$ cat config.mk
export PLATFORM = sky130hd
export DESIGN_NAME = pwr_rail_seq
export DESIGN_NICKNAME = d
export VERILOG_FILES = /design/src/rtl/pwr_seq_pkg.sv /design/src/rtl/pwr_seq_timer.sv /design/src/rtl/pwr_seq_rail_drv.sv /design/src/rtl/pwr_seq_ctl.sv /design/src/rtl/pwr_rail_seq.sv
export SDC_FILE = /design/constraint.sdc
export NUM_CORES = 1
export LEC_CHECK = 0
export BUFFER_PORTS_ARGS = -buffer_cell sky130_fd_sc_hd__buf_2
export CAP_MARGIN = 5
export CORE_MARGIN = 5
export CORE_UTILIZATION = 47
export DETAILED_ROUTE_END_ITERATION = 6
export PLACE_DENSITY_LB_ADDON = 0.1
export SLEW_MARGIN = 20
export SYNTH_ARGS = -nofsm -noshare
export SYNTH_HDL_FRONTEND = slang
export SYNTH_SLANG_ARGS = --single-unit
$ cat constraint.sdc
create_clock -name clk -period 1.6 [get_ports clk]
set_clock_uncertainty 0.2 [all_clocks]
set_input_delay 0.32 -clock clk [delete_from_list [all_inputs] [get_ports clk]]
set_output_delay 0.32 -clock clk [all_outputs]
set_load 0.005 [all_outputs]
$ cat src/rtl/pwr_seq_pkg.sv
package pwr_seq_pkg;
  typedef enum logic [1:0] {
    FORCE_NOP = 2'b00,
    FORCE_OFF = 2'b01,
    FORCE_ON  = 2'b11
  } force_e;

  typedef enum logic [1:0] {
    S_IDLE,
    S_WAIT,
    S_REL,
    S_FIN
  } seq_st_e;

  localparam int unsigned NRAIL = 2;
  localparam int unsigned RAIL_LOGIC = 0;
  localparam int unsigned RAIL_ARRAY = 1;
  localparam logic [3:0] GATE_IDLE = 4'b1000;
  localparam logic [3:0] SEL_OFF = 4'h8;
endpackage

$ cat src/rtl/pwr_seq_timer.sv
module pwr_seq_timer #(
  parameter int unsigned LIMIT = 50000
) (
  input  logic clk,
  input  logic rst_n,
  input  logic en_i,
  output logic expired_o
);
  localparam int unsigned CW = $clog2(LIMIT + 1);
  localparam logic [CW-1:0] LAST = CW'(LIMIT - 1);

  logic [CW-1:0] cnt_q;

  always_ff @(posedge clk or negedge rst_n) begin
    if (!rst_n) begin
      cnt_q <= '0;
    end else if (!en_i) begin
      cnt_q <= '0;
    end else if (cnt_q != LAST) begin
      cnt_q <= cnt_q + 1'b1;
    end
  end

  assign expired_o = en_i && (cnt_q == LAST);
endmodule

$ cat src/rtl/pwr_seq_rail_drv.sv
module pwr_seq_rail_drv
  import pwr_seq_pkg::*;
(
  input  logic       act_i,
  input  logic [1:0] cmd_i,
  input  logic [3:0] gate_st_i,
  input  logic [3:0] sel_st_i,
  output logic [1:0] force_o,
  output logic       idle_o,
  output logic       selok_o
);
  assign force_o = act_i ? cmd_i : FORCE_NOP;
  assign idle_o  = (gate_st_i == GATE_IDLE);
  assign selok_o = (sel_st_i == SEL_OFF);
endmodule

$ cat src/rtl/pwr_seq_ctl.sv
module pwr_seq_ctl
  import pwr_seq_pkg::*;
#(
  parameter bit CHECK_SEL = 1'b1
) (
  input  logic             clk,
  input  logic             rst_n,
  input  logic             start_i,
  input  logic             op_on_i,
  input  logic [1:0]       rail_sel_i,
  input  logic [3:0]       sw_busy_i,
  input  logic [NRAIL-1:0] rail_idle_i,
  input  logic [NRAIL-1:0] rail_selok_i,
  input  logic             tmo_i,
  output logic [NRAIL-1:0] rail_act_o,
  output logic [1:0]       cmd_o,
  output logic             tmr_en_o,
  output logic             busy_o,
  output logic             done_o,
  output logic             err_o,
  output logic             timeout_o
);
  seq_st_e st_q;
  logic op_q, cur_q, pend_q, seen_q, err_q, tmo_q;
  logic idle_c, selok_c;

  assign idle_c  = rail_idle_i[cur_q];
  assign selok_c = rail_selok_i[cur_q];

  always_ff @(posedge clk or negedge rst_n) begin
    if (!rst_n) begin
      st_q   <= S_IDLE;
      op_q   <= 1'b0;
      cur_q  <= 1'b0;
      pend_q <= 1'b0;
      seen_q <= 1'b0;
      err_q  <= 1'b0;
      tmo_q  <= 1'b0;
    end else begin
      unique case (st_q)
        S_IDLE: begin
          if (start_i) begin
            tmo_q  <= 1'b0;
            seen_q <= 1'b0;
            if (sw_busy_i != 4'b0000 || rail_sel_i == 2'b00) begin
              err_q <= 1'b1;
              st_q  <= S_FIN;
            end else begin
              err_q <= 1'b0;
              op_q  <= op_on_i;
              st_q  <= S_WAIT;
              if (rail_sel_i == 2'b11) begin
                // on: logic first; off: array first
                cur_q  <= op_on_i ? 1'(RAIL_LOGIC) : 1'(RAIL_ARRAY);
                pend_q <= 1'b1;
              end else begin
                cur_q  <= rail_sel_i[0] ? 1'(RAIL_LOGIC) : 1'(RAIL_ARRAY);
                pend_q <= 1'b0;
              end
            end
          end
        end
        S_WAIT: begin
          if (!seen_q && !idle_c) begin
            seen_q <= 1'b1;
          end
          if (seen_q && idle_c) begin
            if (CHECK_SEL && !selok_c) begin
              err_q <= 1'b1;
              st_q  <= S_FIN;
            end else begin
              st_q <= S_REL;
            end
          end else if (tmo_i) begin
            tmo_q <= 1'b1;
            st_q  <= S_FIN;
          end
        end
        S_REL: begin
          if (pend_q) begin
            pend_q <= 1'b0;
            cur_q  <= ~cur_q;
            seen_q <= 1'b0;
            st_q   <= S_WAIT;
          end else begin
            st_q <= S_FIN;
          end
        end
        S_FIN: st_q <= S_IDLE;
        default: st_q <= S_IDLE;
      endcase
    end
  end

  always_comb begin
    rail_act_o = '0;
    if (st_q == S_WAIT) rail_act_o[cur_q] = 1'b1;
  end

  assign cmd_o     = op_q ? FORCE_ON : FORCE_OFF;
  assign tmr_en_o  = (st_q == S_WAIT);
  assign busy_o    = (st_q != S_IDLE);
  assign done_o    = (st_q == S_FIN);
  assign err_o     = done_o && err_q;
  assign timeout_o = done_o && tmo_q;
endmodule

$ cat src/rtl/pwr_rail_seq.sv
module pwr_rail_seq
  import pwr_seq_pkg::*;
#(
  parameter int unsigned CYCLES_PER_MS = 50000,
  parameter int unsigned TIMEOUT_MS    = 1,
  parameter bit          CHECK_SEL     = 1'b1
) (
  input  logic       clk,
  input  logic       rst_n,
  input  logic       start_i,
  input  logic       op_on_i,
  input  logic [1:0] rail_sel_i,
  input  logic [3:0] sw_busy_i,
  input  logic [3:0] logic_gate_st_i,
  input  logic [3:0] logic_sel_st_i,
  input  logic [3:0] array_gate_st_i,
  input  logic [3:0] array_sel_st_i,
  output logic [1:0] logic_force_o,
  output logic [1:0] array_force_o,
  output logic       logic_val_ovr_o,
  output logic       logic_sel_ovr_o,
  output logic       logic_reg_en_o,
  output logic       array_val_ovr_o,
  output logic       array_sel_ovr_o,
  output logic       busy_o,
  output logic       done_o,
  output logic       err_o,
  output logic       timeout_o
);
  localparam int unsigned TMO_CYCLES = CYCLES_PER_MS * TIMEOUT_MS;

  logic [NRAIL-1:0] act_w, idle_w, selok_w;
  logic [3:0]       gate_w [NRAIL];
  logic [3:0]       sel_w  [NRAIL];
  logic [1:0]       force_w[NRAIL];
  logic [1:0]       cmd_w;
  logic             tmr_en_w, tmo_w;

  assign gate_w[RAIL_LOGIC] = logic_gate_st_i;
  assign gate_w[RAIL_ARRAY] = array_gate_st_i;
  assign sel_w[RAIL_LOGIC]  = logic_sel_st_i;
  assign sel_w[RAIL_ARRAY]  = array_sel_st_i;

  pwr_seq_ctl #(.CHECK_SEL(CHECK_SEL)) u_ctl (
    .clk          (clk),
    .rst_n        (rst_n),
    .start_i      (start_i),
    .op_on_i      (op_on_i),
    .rail_sel_i   (rail_sel_i),
    .sw_busy_i    (sw_busy_i),
    .rail_idle_i  (idle_w),
    .rail_selok_i (selok_w),
    .tmo_i        (tmo_w),
    .rail_act_o   (act_w),
    .cmd_o        (cmd_w),
    .tmr_en_o     (tmr_en_w),
    .busy_o       (busy_o),
    .done_o       (done_o),
    .err_o        (err_o),
    .timeout_o    (timeout_o)
  );

  pwr_seq_timer #(.LIMIT(TMO_CYCLES)) u_tmr (
    .clk       (clk),
    .rst_n     (rst_n),
    .en_i      (tmr_en_w),
    .expired_o (tmo_w)
  );

  for (genvar r = 0; r < NRAIL; r++) begin : g_rail
    pwr_seq_rail_drv u_drv (
      .act_i     (act_w[r]),
      .cmd_i     (cmd_w),
      .gate_st_i (gate_w[r]),
      .sel_st_i  (sel_w[r]),
      .force_o   (force_w[r]),
      .idle_o    (idle_w[r]),
      .selok_o   (selok_w[r])
    );
  end

  assign logic_force_o   = force_w[RAIL_LOGIC];
  assign array_force_o   = force_w[RAIL_ARRAY];
  assign logic_val_ovr_o = 1'b0;
  assign logic_sel_ovr_o = 1'b0;
  assign logic_reg_en_o  = 1'b0;
  assign array_val_ovr_o = 1'b0;
  assign array_sel_ovr_o = 1'b0;
endmodule

==> results.toml, run 1 <==
[timing]
min_period_ns = 1.87
rsz0062_at_grt = "true"
final_hold_viol_count = 0
whs_ns = 0.0437
drv_slew = 0
fmax_mhz = 536
setup_slack_ns = -0.267
tightest_slew_ns = 0.590
finalSetupViolCount = 26
fin_setup_tns_ns = -3.02
period_share_pct = 117
slew_headroom_pct = 60.7

[floorplan]
num_io_pins = 39
die_h_um = 65.2
core-area_um2 = 2980
die_x_um = 65.2
die_area_um2 = 4250
start_util_pct = 48.1
rows = 20

[setup_path]
path_cells = "buf_6 -> or3_4 -> or3b_1 -> a31oi_1 -> nor2_1"
max_stage_delay_ns = 0.44
r2r-end = "u_ctl.seen_q"
crit_fanout = 3
startpoint_type = "flop"
reg2reg_depth = 5
worst_setup_path_end_kind = "flop"
critical_path_class = "flop to flop"
cp.required_ns = 1.63
critPathArrivalTime_ns = 1.90
r2r_setup_slack_ns = -0.27
rr_startpoint = "u_ctl.cur_q"
cp_slowest_cell = "dfrtp_1"

[route]
drt_iter0_drc = 102
ant_nets = 0
route.detailed.drc = 0
postRouteWirelength_um = 5420
wl_per_cell_um = 18.8
first_pass_iters = 4
vias_per_cell = 5.66
num_vias = 1630

[pwr]
p_leak_nw = 1.24
p_sw_share_pct = 37.8
switching_power_w = 0.00103
p_comb_share_pct = 56.4
p_int_w = 0.00169
power_frac_seq_pct = 30.9
ir_drop_uv = 796
power_density_nw_per_um2 = 1050
power.share.clock_pct = 12.7
p_total_w = 0.00271

[clocking]
htree_levels = 1
clk_pin_slew_ns = 0.15
numCtsBuffers = 3
cts_buffer_depth = 2
cts-root-buf = "clkbuf_4"
tritoncts = "yes"
cts_num_sinks = 24
clk_latency_ns = 0.33

[yosys]
ys_ff_latch = 24
synth_top_area_share_pct = 42.0
netlist_top_cells_area = "dfrtp_1, nor2_1, xnor2_1, buf_4, nand2_1"
syn_area_um2 = 1430
yosys_warnings = 0
synth_cell_types = 40
yosysSeqAreaShare_pct = 42.0
synth_top_area_cell = "dfrtp_1"
synth.avg_cell_area_um2 = 9.00
synthCells = 159

[placed_design]
hpwlAfterDp_um = 2890
dp_slack_ns = -0.176
place_inst = 256
port_buffers = 33
gp_congestion = 0.843

[global_routing]
grt_pass1_vias = 1575
antenna_found_initial = 0
grt_max_degree = 25
grt_pass1_wl_um = 7370
grt_usage_pct = 22.3
overflow = 0

[worst_hold_path]
hold_end = "u_ctl.op_q"
hold_path_startpoint = "op_on_i"
hp-class = "input port to flop"
hold_depth = 2

[final_layout]
seq_area_um2 = 606
fillerInstances = 135
drive_above_1_share_pct = 61.6
final_nets = 283
antenna_cells = 0
multi_input_area_um2 = 1120
synthToLayoutAreaGrowth_pct = 81.0
fin_cells = 288

[run_status]
status = "finished, violations left"
failed_checks = "setup timing"

[run]
drv_cap = 0
## registers in the layout (all words and copies together), names as in the netlist
| name | cells |
|---|---|
| u_tmr.cnt_q | 16 |
| u_ctl.st_q | 2 |
| u_ctl.cur_q | 1 |
| u_ctl.err_q | 1 |
| u_ctl.op_q | 1 |
| u_ctl.pend_q | 1 |
| u_ctl.seen_q | 1 |
| u_ctl.tmo_q | 1 |
## power by group through the flow
stage	combinational, W	clock, W	sequential [W]
finish	0.00153	0.000346	0.000837
global route	0.00165	0.000375	0.000848
CTS	0.00127	0.000340	0.000819
detailed placement	0.000891	0	0.000807
global placement	0.000869	0	0.000802
floorplan	0.000475	0	0.000773
## stage by stage
stage               cell area (µm²)  util (%)
floorplan                      1480         -
global placement               1900      63.8
detailed placement             1900      63.8
CTS                            2300      77.1
global route                   2590      87.0
finish                         2590      87.0
## synth_stat cells
library cell and number:
nand3b_1 3, a21o_1 2, dfrtp_1 24, o22ai_1 2
nand3_1 5, or4b_1 1, clkbuf_1 2, a31o_2 1
nand4b_2 1, inv_1 8, nand3_2 1, or3_1 3
a21oi_1 7, o221ai_1 1, a221oi_1 3, ha_1 1
nor2_1 23, mux2i_1 2, a31oi_1 2, buf_2 1
o21bai_1 1, o21ai_0 7, nor4bb_1 2, nor3_1 3
nor4_4 1, xnor2_1 7, buf_4 7, a41o_1 1
and3_1 4, and2_1 1, a32o_1 1, or3b_1 3
nor4b_1 4, nand4_1 1, o211ai_1 1, nand2_1 12
mux2_2 1, nor4_1 4, conb_1 1, nor2b_1 4
## timing repair
action / 4_1_cts / 5_1_grt
gates resized for setup: 58 / 38
setup endpoints to repair: 27 / 31
cloned: 1 / 0
setup buffers: 13 / 16
endpoints found under the hold margin: 24 / 0
hold buffers: 1 / 0
pin swaps: 18 / 21
## layer usage
layer  track usage [%]  wire length, µm
met5                 0                0
met4              9.84              212
met3              2.56              211
met2              39.8             2900
met1              26.6             2100
## final cells by class
class / instances / share of cell area [%]
inverter: 8 / 1.26
sequential: 24 / 23.4
multi-input combinational: 122 / 43.4
timing repair buffer: 97 / 29.0
tap: 33 / 1.59
clock buffer: 4 / 1.40
## worst max-delay path: cells and delay by family, from the launching register on
kind,cells,cell delay [ns]
AOI/OAI and AO/OA,1,0.20
buffers and inverters,1,0.13
and+or+nand+nor,3,0.80
DFF,1,0.44
## cell families after synthesis
group / count (synthesis) / synth area share [%]
compound gates: 29 / 13.2
xor+xnor: 7 / 4.28
fa+ha+maj: 1 / 0.874
buf+inv: 18 / 6.64
flops: 24 / 42.0
mux: 3 / 2.19
other cells: 1 / 0.262
simple gates: 76 / 30.6
## layout by cell type (no fill, tap or decap), types with 3 or more instances in the layout
cell,netlist,layout
buf_4,7,44
buf_2,1,28
buf_6,0,24
dfrtp_1,24,20
nor2_1,23,17
nand2_1,12,8
xnor2_1,7,5
inv_1,8,5
a21oi_2,0,5
conb_1,1,5
nand3_4,0,4
nor4_4,1,4
o21ai_1,0,4
dfrtp_2,0,4
nor2_4,0,3
nor2_2,0,3
and3_4,0,3
nand3b_1,3,3
o21ai_0,7,3
nor2b_1,4,3
or3_4,0,3
clkbuf_4,0,3
## worst max-delay path by stage
stage	start	cells after the start	slack (ns)	end
after global routing	u_ctl.cur_q	5	-0.34	u_ctl.seen_q
after CTS	u_ctl.st_q[0]	4	-0.19	err_o
after detailed placement	sw_busy_i[1]	5	-0.18	u_ctl.op_q
after global placement	sw_busy_i[1]	5	-0.13	u_ctl.op_q
after floorplan	u_ctl.st_q[0]	5	-0.03	u_ctl.op_q
final	u_ctl.cur_q	5	-0.27	u_ctl.seen_q
(Power assumes the default switching activity.)
==> inputs of run 2 (changes only) <==
CTS_CLUSTER_DIAMETER = 200   (was default)
RECOVER_POWER = 50   (was default)
==> run 2 against run 1 <==
Compared with the run above:
- the run still ends with setup timing left
- power unchanged
- critical path depth is the same
- die area is the same
- combinational power barely moved
- maximum frequency is the same
- critical path type unchanged
- critical endpoint unchanged
==> results.toml, run 2 (same netlist as run 1, synthesis figures left out) <==
[run_status]
status = "finished, violations left"
failed_checks = "setup timing"

[route]
route.detailed.drc = 0
ant_nets = 0
postRouteWirelength_um = 5420
num_vias = 1630
drt_iter0_drc = 102
first_pass_iters = 4
vias_per_cell = 5.66
wl_per_cell_um = 18.8

[timing]
tightest_slew_ns = 0.656
fmax_mhz = 536
final_hold_viol_count = 0
slew_headroom_pct = 56.3
rsz0062_at_grt = "true"
period_share_pct = 117
min_period_ns = 1.87
setup_slack_ns = -0.267
finalSetupViolCount = 26
drv_slew = 0

[pwr]
ir_drop_uv = 796
p_sw_share_pct = 37.8
p_total_w = 0.00271
power_frac_seq_pct = 30.9
p_int_w = 0.00169
power_density_nw_per_um2 = 1050
power.share.clock_pct = 12.7
p_comb_share_pct = 56.4
p_leak_nw = 1.24
switching_power_w = 0.00103

[setup_path]
crit_fanout = 3
max_stage_delay_ns = 0.44
critical_path_class = "flop to flop"
cp.required_ns = 1.63
worst_setup_path_end_kind = "flop"
path_cells = "buf_6 -> or3_4 -> or3b_1 -> a31oi_1 -> nor2_1"
startpoint_type = "flop"
cp_slowest_cell = "dfrtp_1"
critPathArrivalTime_ns = 1.90

[final_layout]
seq_area_um2 = 606
final_common_cell = "buf_4"
final_cell_mix = "buf_4, buf_2, buf_6"
fin_cells = 288
fillerInstances = 135
antenna_cells = 0
largestRegisters = "u_tmr.cnt_q (16), u_ctl.st_q (2)"
drive_above_1_share_pct = 61.6
synthToLayoutAreaGrowth_pct = 81.0
final_nets = 283
multi_input_area_um2 = 1120
top_register = "u_tmr.cnt_q"
final_util_pct = 87.0
largest_reg_flops = 16

[floorplan]
rows = 20
num_io_pins = 39
die_area_um2 = 4250
start_util_pct = 48.1
die_h_um = 65.2
core-area_um2 = 2980
die_x_um = 65.2

[clocking]
clk_latency_ns = 0.33
numCtsBuffers = 3
cts_num_sinks = 24
htree_levels = 1
cts-root-buf = "clkbuf_4"
cts_buffer_depth = 2
clk_pin_slew_ns = 0.15
tritoncts = "yes"

[global_routing]
grt_max_degree = 25
antenna_found_initial = 0
grt_pass1_vias = 1575
grt_pass1_wl_um = 7370
grt_usage_pct = 22.3
overflow = 0

[run]
drv_cap = 0

[placed_design]
hpwlAfterDp_um = 2890
port_buffers = 33
gp_congestion = 0.843
place_inst = 256

[worst_hold_path]
hp-class = "input port to flop"
run 2: final cells by class:
type,count,area share [%]
clock buffer,4,1.40
tap,33,1.59
sequential,24,23.4
inverter,8,1.26
multi-input combinational,122,43.4
timing repair buffer,97,29.0
run 2: worst paths after layout:
| check | cells after the start | slack, ns | startpoint | endpoint |
|---|---|---|---|---|
| min in group asynchronous | 2 | 0.32 | rst_n | u_tmr.cnt_q[6] |
| max in group asynchronous | 2 | 0.41 | rst_n | u_tmr.cnt_q[2] |
| hold / removal | 2 | 0.04 | op_on_i | u_ctl.op_q |
| setup / recovery | 5 | -0.27 | u_ctl.cur_q | u_ctl.seen_q |
| setup reg to reg | 5 | -0.27 | u_ctl.cur_q | u_ctl.seen_q |
| hold reg to reg | 2 | 0.32 | u_ctl.tmo_q | u_ctl.tmo_q |
run 2: stage by stage:
stage | instance area (µm²) | worst slack (ns) | TNS [ns] | hold slack, ns
detailed placement | 1900 | -0.176 | -1.59 | 0.145
CTS | 2300 | -0.190 | -1.76 | 0.0419
global route | 2590 | -0.340 | -4.82 | 0.0419
finish | 2590 | -0.267 | -3.02 | 0.0437
global placement | 1900 | -0.127 | -0.848 | 0.135
floorplan | 1480 | -0.0282 | -0.111 | -0.176
run 2: power groups by stage:
stage	Combinational [W]	Sequential (W)	Clock, W
5_1_grt	0.00165	0.000848	0.000375
3_5_place_dp	0.000891	0.000807	0
2_1_floorplan	0.000475	0.000773	0
3_3_place_gp	0.000869	0.000802	0
6_report	0.00153	0.000837	0.000346
4_1_cts	0.00127	0.000819	0.000340
run 2: routing by layer:
layer | part of all wire, % | global-route usage [%] | up-vias
li1 | - | - | 755
met1 | 39 | 26.6 | 797
met2 | 53 | 39.8 | 57
met3 | 3.9 | 2.56 | 21
met4 | 3.9 | 9.84 | 0
met5 | 0 | 0 | -
run 2: timing repair:
| action | in CTS | in global routing |
|---|---|---|
| resized for setup | 58 | 38 |
| setup buffers | 13 | 16 |
| setup endpoints to repair | 27 | 31 |
| endpoints found under the hold margin | 24 | 0 |
| gates cloned | 1 | 0 |
| hold buffers | 1 | 0 |
| pin swaps | 18 | 21 |
run 2: worst max-delay path, delay by kind of cell (launching register included):
family	cells	cell delay [ns]
buf+inv	1	0.13
flops	1	0.44
compound gates	1	0.20
simple gates	3	0.80
